==> src/rtl/mgpio_pkg.sv <==
package mgpio_pkg;

  typedef enum logic [3:0] {
    RS_DIR    = 4'd0,
    RS_SENSE  = 4'd1,
    RS_BOTH   = 4'd2,
    RS_POL    = 4'd3,
    RS_IE     = 4'd4,
    RS_RAW    = 4'd5,
    RS_MASKED = 4'd6,
    RS_CLR    = 4'd7,
    RS_ALT    = 4'd8,
    RS_NONE   = 4'd15
  } reg_sel_e;

  // word index inside the control region -> register select
  function automatic reg_sel_e word_to_sel(input logic [3:0] w);
    case (w)
      4'd0:    return RS_DIR;
      4'd1:    return RS_SENSE;
      4'd2:    return RS_BOTH;
      4'd3:    return RS_POL;
      4'd4:    return RS_IE;
      4'd5:    return RS_RAW;
      4'd6:    return RS_MASKED;
      4'd7:    return RS_CLR;
      4'd8:    return RS_ALT;
      default: return RS_NONE;
    endcase
  endfunction

endpackage

==> src/rtl/mgpio_sync.sv <==
module mgpio_sync #(
  parameter int W      = 8,
  parameter int STAGES = 2
) (
  input  logic         clk,
  input  logic         rst_n,
  input  logic [W-1:0] d,
  output logic [W-1:0] q
);
  logic [W-1:0] chain [STAGES];

  always_ff @(posedge clk or negedge rst_n) begin
    if (!rst_n) chain[0] <= '0;
    else        chain[0] <= d;
  end

  for (genvar s = 1; s < STAGES; s++) begin : g_stage
    always_ff @(posedge clk or negedge rst_n) begin
      if (!rst_n) chain[s] <= '0;
      else        chain[s] <= chain[s-1];
    end
  end

  assign q = chain[STAGES-1];
endmodule

==> src/rtl/mgpio_detect.sv <==
module mgpio_detect (
  input  logic clk,
  input  logic rst_n,
  input  logic s_now,   // synchronized pin level
  input  logic sense,   // 1 = level, 0 = edge
  input  logic both,    // 1 = either edge
  input  logic pol,     // 1 = rising / high
  input  logic clr,     // write-one-to-clear pulse
  output logic raw
);
  logic s_prev;
  logic edge_q;
  logic rise, fall, pick, trig;

  always_ff @(posedge clk or negedge rst_n) begin
    if (!rst_n) s_prev <= 1'b0;
    else        s_prev <= s_now;
  end

  always_comb begin
    rise = s_now & ~s_prev;
    fall = ~s_now & s_prev;
    if (both) pick = rise | fall;
    else      pick = pol ? rise : fall;
    trig = pick & ~sense;
  end

  // a new edge in the same cycle as a clear wins
  always_ff @(posedge clk or negedge rst_n) begin
    if (!rst_n)   edge_q <= 1'b0;
    else if (trig) edge_q <= 1'b1;
    else if (clr)  edge_q <= 1'b0;
  end

  assign raw = sense ? (pol ? s_now : ~s_now) : edge_q;

  // a latch only sets after the synchronized level moved
  p_edge_needs_change_r5: assert property (@(posedge clk) disable iff (!rst_n)
    $rose(edge_q) |-> $past(s_now != s_prev));

  // a clear with no competing edge empties the latch
  p_clear_empties_r8: assert property (@(posedge clk) disable iff (!rst_n)
    (clr && !trig) |=> !edge_q);

  // level sense never sets the edge latch
  p_level_no_latch_r7: assert property (@(posedge clk) disable iff (!rst_n)
    sense |=> !$rose(edge_q));
endmodule

==> src/rtl/mgpio_port.sv <==
module mgpio_port
  import mgpio_pkg::*;
#(
  parameter int NPINS       = 8,
  parameter int ADDR_W      = 12,
  parameter int SYNC_STAGES = 2
) (
  input  logic              clk,
  input  logic              rst_n,
  input  logic [ADDR_W-1:0] bus_addr,
  input  logic              bus_we,
  input  logic [NPINS-1:0]  bus_wdata,
  output logic [NPINS-1:0]  bus_rdata,
  input  logic [NPINS-1:0]  pin_in,
  output logic [NPINS-1:0]  pin_out,
  output logic [NPINS-1:0]  pin_oe,
  input  logic [NPINS-1:0]  alt_out,
  input  logic [NPINS-1:0]  alt_oe,
  output logic              irq
);
  localparam int WIN_BITS = NPINS + 2;   // data window spans 2^WIN_BITS bytes

  logic [NPINS-1:0] out_q, dir_q, sense_q, both_q, pol_q, ie_q, alt_q;
  logic [NPINS-1:0] pin_s, raw, masked, clr_pulse, mask, pin_val;
  logic             in_data, in_regs, data_wr;
  reg_sel_e         sel;

  // ---------------- address decode
  always_comb begin
    in_data = (bus_addr >> WIN_BITS) == ADDR_W'(0);
    in_regs = (bus_addr >> WIN_BITS) == ADDR_W'(1);
    mask    = bus_addr[WIN_BITS-1:2];
    if (in_regs && bus_addr[WIN_BITS-1:6] == '0) sel = word_to_sel(bus_addr[5:2]);
    else                                          sel = RS_NONE;
  end

  assign data_wr   = bus_we && in_data;
  assign clr_pulse = (bus_we && sel == RS_CLR) ? bus_wdata : '0;

  // ---------------- register file
  always_ff @(posedge clk or negedge rst_n) begin
    if (!rst_n) begin
      out_q   <= '0;
      dir_q   <= '0;
      sense_q <= '0;
      both_q  <= '0;
      pol_q   <= '0;
      ie_q    <= '0;
      alt_q   <= '0;
    end else begin
      if (data_wr) out_q <= (out_q & ~mask) | (bus_wdata & mask);
      if (bus_we) begin
        case (sel)
          RS_DIR:   dir_q   <= bus_wdata;
          RS_SENSE: sense_q <= bus_wdata;
          RS_BOTH:  both_q  <= bus_wdata;
          RS_POL:   pol_q   <= bus_wdata;
          RS_IE:    ie_q    <= bus_wdata;
          RS_ALT:   alt_q   <= bus_wdata;
          default:  ;
        endcase
      end
    end
  end

  // ---------------- input path
  mgpio_sync #(.W(NPINS), .STAGES(SYNC_STAGES)) u_sync (
    .clk   (clk),
    .rst_n (rst_n),
    .d     (pin_in),
    .q     (pin_s)
  );

  for (genvar i = 0; i < NPINS; i++) begin : g_pin
    mgpio_detect u_det (
      .clk   (clk),
      .rst_n (rst_n),
      .s_now (pin_s[i]),
      .sense (sense_q[i]),
      .both  (both_q[i]),
      .pol   (pol_q[i]),
      .clr   (clr_pulse[i]),
      .raw   (raw[i])
    );
  end

  assign masked = raw & ie_q;
  assign irq    = |masked;

  // ---------------- pad mux
  assign pin_out = (alt_q & alt_out) | (~alt_q & out_q);
  assign pin_oe  = (alt_q & alt_oe)  | (~alt_q & dir_q);

  // ---------------- read mux
  assign pin_val = (dir_q & out_q) | (~dir_q & pin_s);

  always_comb begin
    bus_rdata = '0;
    if (in_data) bus_rdata = pin_val & mask;
    else begin
      case (sel)
        RS_DIR:    bus_rdata = dir_q;
        RS_SENSE:  bus_rdata = sense_q;
        RS_BOTH:   bus_rdata = both_q;
        RS_POL:    bus_rdata = pol_q;
        RS_IE:     bus_rdata = ie_q;
        RS_RAW:    bus_rdata = raw;
        RS_MASKED: bus_rdata = masked;
        RS_ALT:    bus_rdata = alt_q;
        default:   bus_rdata = '0;
      endcase
    end
  end

  // unmasked output bits hold across a data write
  p_mask_write_r2: assert property (@(posedge clk) disable iff (!rst_n)
    data_wr |=> ((out_q ^ $past(out_q)) & ~$past(mask)) == '0);

  // no data write, no output change
  p_out_hold_r2: assert property (@(posedge clk) disable iff (!rst_n)
    !data_wr |=> $stable(out_q));

  // the interrupt needs an enabled pin
  p_irq_enabled_r9: assert property (@(posedge clk) disable iff (!rst_n)
    irq |-> ie_q != '0);
endmodule

==> config.mk <==
export PLATFORM = sky130hd
export DESIGN_NAME = mgpio_port
export DESIGN_NICKNAME = d
export VERILOG_FILES = /design/src/rtl/mgpio_pkg.sv /design/src/rtl/mgpio_sync.sv /design/src/rtl/mgpio_detect.sv /design/src/rtl/mgpio_port.sv
export SDC_FILE = /design/constraint.sdc
export NUM_CORES = 1
export LEC_CHECK = 0
export ABC_AREA = 1
export BUFFER_PORTS_ARGS = -buffer_cell sky130_fd_sc_hd__buf_2
export CAP_MARGIN = 20
export CORE_UTILIZATION = 52
export DETAILED_ROUTE_END_ITERATION = 10
export PLACE_DENSITY = 0.77
export SLEW_MARGIN = 20
export SYNTH_ARGS = -nofsm -noshare
export SYNTH_HDL_FRONTEND = slang
export SYNTH_HIERARCHICAL = 1
export SYNTH_SLANG_ARGS = --single-unit
==> constraint.sdc <==
create_clock -name clk -period 1.2 [get_ports clk]
set_input_delay 0.06 -clock clk [delete_from_list [all_inputs] [get_ports clk]]
set_output_delay 0.06 -clock clk [all_outputs]
set_load 0.03 [all_outputs]
==> Word-level counts from Yosys, hierarchy flattened <==
Memories as Yosys holds them, arrays and structs flattened.
Cells that the tools add are included.
{ "totals": {"rom_bits": 64, "reg_bits": 88, "memories": 1, "inputBits": 47, "out_inout_bits": 25, "wordCells": 181} }
{ "op_classes": {"n_bitwise": 73, "eq_ne": 9, "n_reduce_logical": 21, "n_mux": 52} }
{ "memory_table": {"columns": ["memory", "depth", "width", "rd", "rd_clocked_by_memory_dff", "wr", "line", "text"], "rows": [
  ["(name not given)", 16, 4, 1, 0, 0, "mgpio_pkg.sv:18", "case (w)"]
]} }
{ "op_table": {"columns": ["op", "count"], "rows": [
  ["bitwise AND 8 bit", 10],
  ["one-hot mux 8 bit (8 select lines)", 1],
  ["2-to-1 mux 1 bit", 48],
  ["bitwise OR 8 bit", 4],
  ["bitwise AND 1 bit", 24],
  ["inverter 1 bit", 24],
  ["inverter 8 bit", 3],
  ["equality test 4 x 3 -> 1 bit, second input constant", 4],
  ["2-to-1 mux 8 bit", 2],
  ["nonzero test 2 bit", 8],
  ["zero test 12 bit", 1],
  ["AND reduction 2 bit", 6],
  ["equality test 4 x 2 -> 1 bit, second input constant", 2],
  ["zero test 4 bit", 2],
  ["bitwise OR 1 bit", 8],
  ["OR reduction 8 bit", 1],
  ["equality test 4 x 1 -> 1 bit, second input constant", 1],
  ["equality test 4 bit, second input constant", 1],
  ["2-to-1 mux 4 bit", 1],
  ["logical AND 1 bit", 3],
  ["equality test 2 x 1 -> 1 bit, second input constant", 1]
]} }

==> Logic depth before layout (Yosys ltp) <==
{ "depth": {"word_depth": 8, "mapped_depth": 11, "mapped_depth_nobuf": 10} }

==> Modules after synthesis <==
The synthesis kept the hierarchy.
{ "by_module_without_submodules": {"columns": ["mod", "n_inst", "cells_per_inst", "area_per_inst_um2"], "rows": [
  ["mgpio_port", 1, 438, 3385.7],
  ["mgpio_detect", 8, 21, 146.4],
  ["mgpio_sync", 1, 24, 460.4]
]} }

==> Worst setup path after synthesis <==
No wires, ideal clock.
{ "synth_timing": {"path_type": "input-to-output", "start": "in bus_addr[9]", "end": "out bus_rdata[4]", "arrival_time_ns": 1.327, "setup_slack_ns": -0.187, "cell_stages": 10, "n_path_buf": 1, "cell_sequence": "nor2_1 -> nand2_1 -> nor2_8 -> nand3_4 -> nor2_4 -> buf_4 -> nand3_1 -> nand2_1 -> nor2_1 -> nand3_1"} }
{ "synth_via": {"elab_chain_len": 6, "elab_cells_between_ends": 13} }
{ "synth_lines": {"columns": ["item", "line", "text"], "rows": [
  ["from (decl)", "mgpio_port.sv:10", "input logic [ADDR_W-1:0] bus_addr,"],
  ["zero test 4 bit (*)", "mgpio_port.sv:33", "if (in_regs && bus_addr[WIN_BITS-1:6] == '0) sel = word_to_sel(bus_addr[5:2]);"],
  ["logical AND 1 bit (*)", "mgpio_port.sv:33", null],
  ["2-to-1 mux 4 bit (*)", "mgpio_port.sv:33", null],
  ["equality test 4 bit, or another cell as far along", "mgpio_port.sv:101", "case (sel)"],
  ["one-hot mux 8 bit (8 select lines) (*)", "mgpio_port.sv:101", null],
  ["2-to-1 mux 8 bit (*)", "mgpio_port.sv:99", "if (in_data) bus_rdata = pin_val & mask;"],
  ["to (decl)", "mgpio_port.sv:13", "output logic [NPINS-1:0] bus_rdata,"]
]} }
Every way passes the cells marked *; elsewhere a longest branch is shown, timed or not.

==> Worst setup path after layout <==
{ "layout_timing": {"start": "reg sense_q[1]", "end": "out irq"} }
{ "layout_via": {"elab_chain_len": 3} }
{ "layout_lines": {"columns": ["item", "line", "text"], "rows": [
  ["from (decl)", "mgpio_port.sv:23", "logic [NPINS-1:0] out_q, dir_q, sense_q, both_q, pol_q, ie_q, alt_q;"],
  ["from (signal assigned)", "mgpio_port.sv:55", "RS_SENSE: sense_q <= bus_wdata;"],
  ["2-to-1 mux 1 bit", "mgpio_detect.sv:35", "assign raw = sense ? (pol ? s_now : ~s_now) : edge_q;"],
  ["named net raw[1]", "mgpio_port.sv:24", "logic [NPINS-1:0] pin_s, raw, masked, clr_pulse, mask, pin_val;"],
  ["bitwise AND 8 bit", "mgpio_port.sv:87", "assign masked = raw & ie_q;"],
  ["OR reduction 8 bit", "mgpio_port.sv:88", "assign irq = |masked;"],
  ["to (decl)", "mgpio_port.sv:19", "output logic irq"]
]} }
The timed path passes the listed nets, and every way through them passes these cells.

==> impl_metrics.json <==
{
  "finalNetCount": 898,
  "root_buffer": "clkbuf_8",
  "required_ns": 1.14,
  "cts_tree": "built",
  "critPathMaxFanout": 4,
  "vias": 5317,
  "clockBufferDepth": 2,
  "avgSynthCellArea_um2": 7.96,
  "slew_headroom_pct": 67.8,
  "htree_levels": 3,
  "antenna_found_initial": 0,
  "die_x_um": 100,
  "yosys_register_bits": 88,
  "core_area_um2": 9280,
  "area_delta_synth_final_pct": 48.9,
  "nFillCells": 532,
  "drive_gt1_share_pct": 47.3,
  "antenna_cells": 0,
  "cts_buffers": 9,
  "yosysTopAreaCellShare_pct": 43.9,
  "dieArea_um2": 10000,
  "drv_slew": 0,
  "first_iter_violations": 365,
  "syn_area_um2": 5020,
  "outcome": "complete, but fails checks",
  "synthArstFlopShare_pct": 100,
  "period_needed_ns": 1.93,
  "ir_drop_mv": 0.965,
  "synthCells": 630,
  "grt_pass1_vias": 5117,
  "r2r_cells": 6,
  "p_total_uw": 6400,
  "initial_core_util_pct": 54.0,
  "synth_edf_count": 0,
  "post-route-period-util_pct": 161,
  "first_pass_iters": 5,
  "post_drt_wl_per_cell_um": 16.8,
  "rsz0062_at_grt": "true",
  "setup_viol_count_final": 23,
  "ant_nets": 0,
  "clock_sinks": 88,
  "grt_pass1_wl_um": 23700,
  "fin_skew_ns": 0.0148,
  "finalHoldViolCount": 0,
  "synth_nets": 693,
  "yosysSeqAreaShare_pct": 43.9,
  "via_per_inst": 5.49,
  "ioPinCount": 72,
  "end_kind": "output port",
  "insertion_delay_ns": 0.39,
  "violations": "negative setup slack",
  "dieHeight_um": 100,
  "worstMarginPinSlew_ns": 0.481,
  "cap_viol_max_count": 0,
  "fin_ws_ns": -0.728,
  "crit_path_start_kind": "flip-flop",
  "p_per_area_nw_per_um2": 857,
  "fmax_ghz": 0.519,
  "grt_overflow_total": 0,
  "post-dp-hpwl_um": 10200,
  "p_leak_uw": 0.00377,
  "gr-usage-all-layers_pct": 31.0,
  "synth_flop_cell": "dfrtp_1",
  "yosysWarningCount": 6,
  "placementRows": 35,
  "min_path_cells": 3,
  "synth_common_cells": "nand2_1, dfrtp_1, inv_1, nand3_1, nor2_1",
  "yosysUniqueCellTypes": 31,
  "clkTransAtPathRegs_ns": 0.09,
  "grt_max_degree": 29,
  "yosysMostFrequentCell": "nand2_1",
  "arrival_ns": 1.87,
  "place_congestion": 0.915,
  "wl_um": 16300,
  "critPathKind": "reg -> out",
  "portBuffers": 69,
  "pre_cts_ws_ns": -0.439,
  "route.detailed.drc": 0,
  "hp-class": "in -> reg",
  "synth.largest_area_cell": "dfrtp_1",
  "synth.area.top_cells": "dfrtp_1, nand2_1, nand3_1"
}
where the power goes:
group          leakage [uW]  switching [uW]  internal (uW)  total, uW
clock             0.0000925            1080           1010       2080
combinational       0.00258             623            539       1160
sequential          0.00110            86.0           3070       3160
cell usage in the layout (no fill, tap or decap), types with 26 or more instances in the layout:
master	netlist	final
nand2_2	1	27
buf_4	11	120
nand3_2	2	30
nor2_1	38	26
nand3_1	70	42
inv_1	71	49
nand2_1	203	176
buf_6	5	38
dfrtp_1	88	79
buf_2	7	43
worst paths after layout:
check / from / end / slack (ns)
max: sense_q[1] / irq / -0.73
min: bus_wdata[2] / dir_q[2] / 0.05
max reg2reg: u_sync/q[7] / g_pin[7].u_det/edge_q / 0.01
min reg2reg: u_sync/chain[13] / u_sync/q[5] / 0.35
max in group asynchronous: rst_n / alt_q[3] / 0.51
min in group asynchronous: rst_n / g_pin[0].u_det/s_prev / 0.15
critical path: stages (launching register included):
cell     delay, ns
dfrtp_1       0.45
nor2_1        0.21
a21oi_2       0.07
nand2_1       0.10
inv_2         0.06
nor4_4        0.31
nand2_2       0.11
buf_6         0.15
registers in the layout, summed over array words and instances (netlist names), named ones only:
| register | count |
|---|---|
| u_sync/q | 8 |
| alt_q | 8 |
| sense_q | 8 |
| g_pin.u_det/s_prev | 8 |
| dir_q | 8 |
| both_q | 8 |
| u_sync/chain | 8 |
| g_pin.u_det/edge_q | 8 |
| pol_q | 8 |
| ie_q | 8 |
area by class of cell:
class | count | area, um2 | area share, %
Clock inverter | 3 | 42.5 | 0.570
Multi-Input combinational cell | 446 | 2870 | 38.4
Tap cell | 129 | 161 | 2.16
Inverter | 74 | 283 | 3.79
Clock buffer | 12 | 145 | 1.94
Timing Repair Buffer | 216 | 1750 | 23.5
Sequential cell | 88 | 2210 | 29.6
cells by family after synthesis:
group | Yosys count | synth area share [%]
simple gates | 331 | 29.5
buf+inv | 97 | 9.10
compound gates | 90 | 11.7
flops | 88 | 43.9
fa+ha+maj | 16 | 3.99
mux | 8 | 1.80
per-stage QoR:
stage | instance area [um2] | utilization (%) | std cells | TNS (ns) | hold slack [ns]
after detailed placement | 6310 | 68.0 | 909 | -21.13 | 0.0181
after CTS | 7100 | 76.5 | 964 | -7.03 | 0.0468
after global routing | 7470 | 80.4 | 968 | -8.44 | 0.0724
after global placement | 6310 | 68.0 | 909 | -18.91 | 0.0164
after floorplan | 5140 | - | 630 | -0.846 | -0.236
final | 7470 | 80.4 | 968 | -6.93 | 0.0506
routing by layer:
metal | global-route usage, % | vias to the layer above | part of all wire [%]
li1 | - | 2443 | -
met1 | 36.3 | 2516 | 37
met2 | 52.8 | 289 | 50
met3 | 7.80 | 69 | 8.4
met4 | 15.7 | 0 | 4.0
met5 | 0 | - | 0
timing repair:
item                                   CTS  global route
buffers inserted                        31            12
gates cloned                             0             1
gates resized for setup                 98            88
pin swaps                               54            44
hold buffers                             9             0
endpoints found under the hold margin   96             0
setup endpoints to repair               33            42
(Power assumes the default switching activity.)
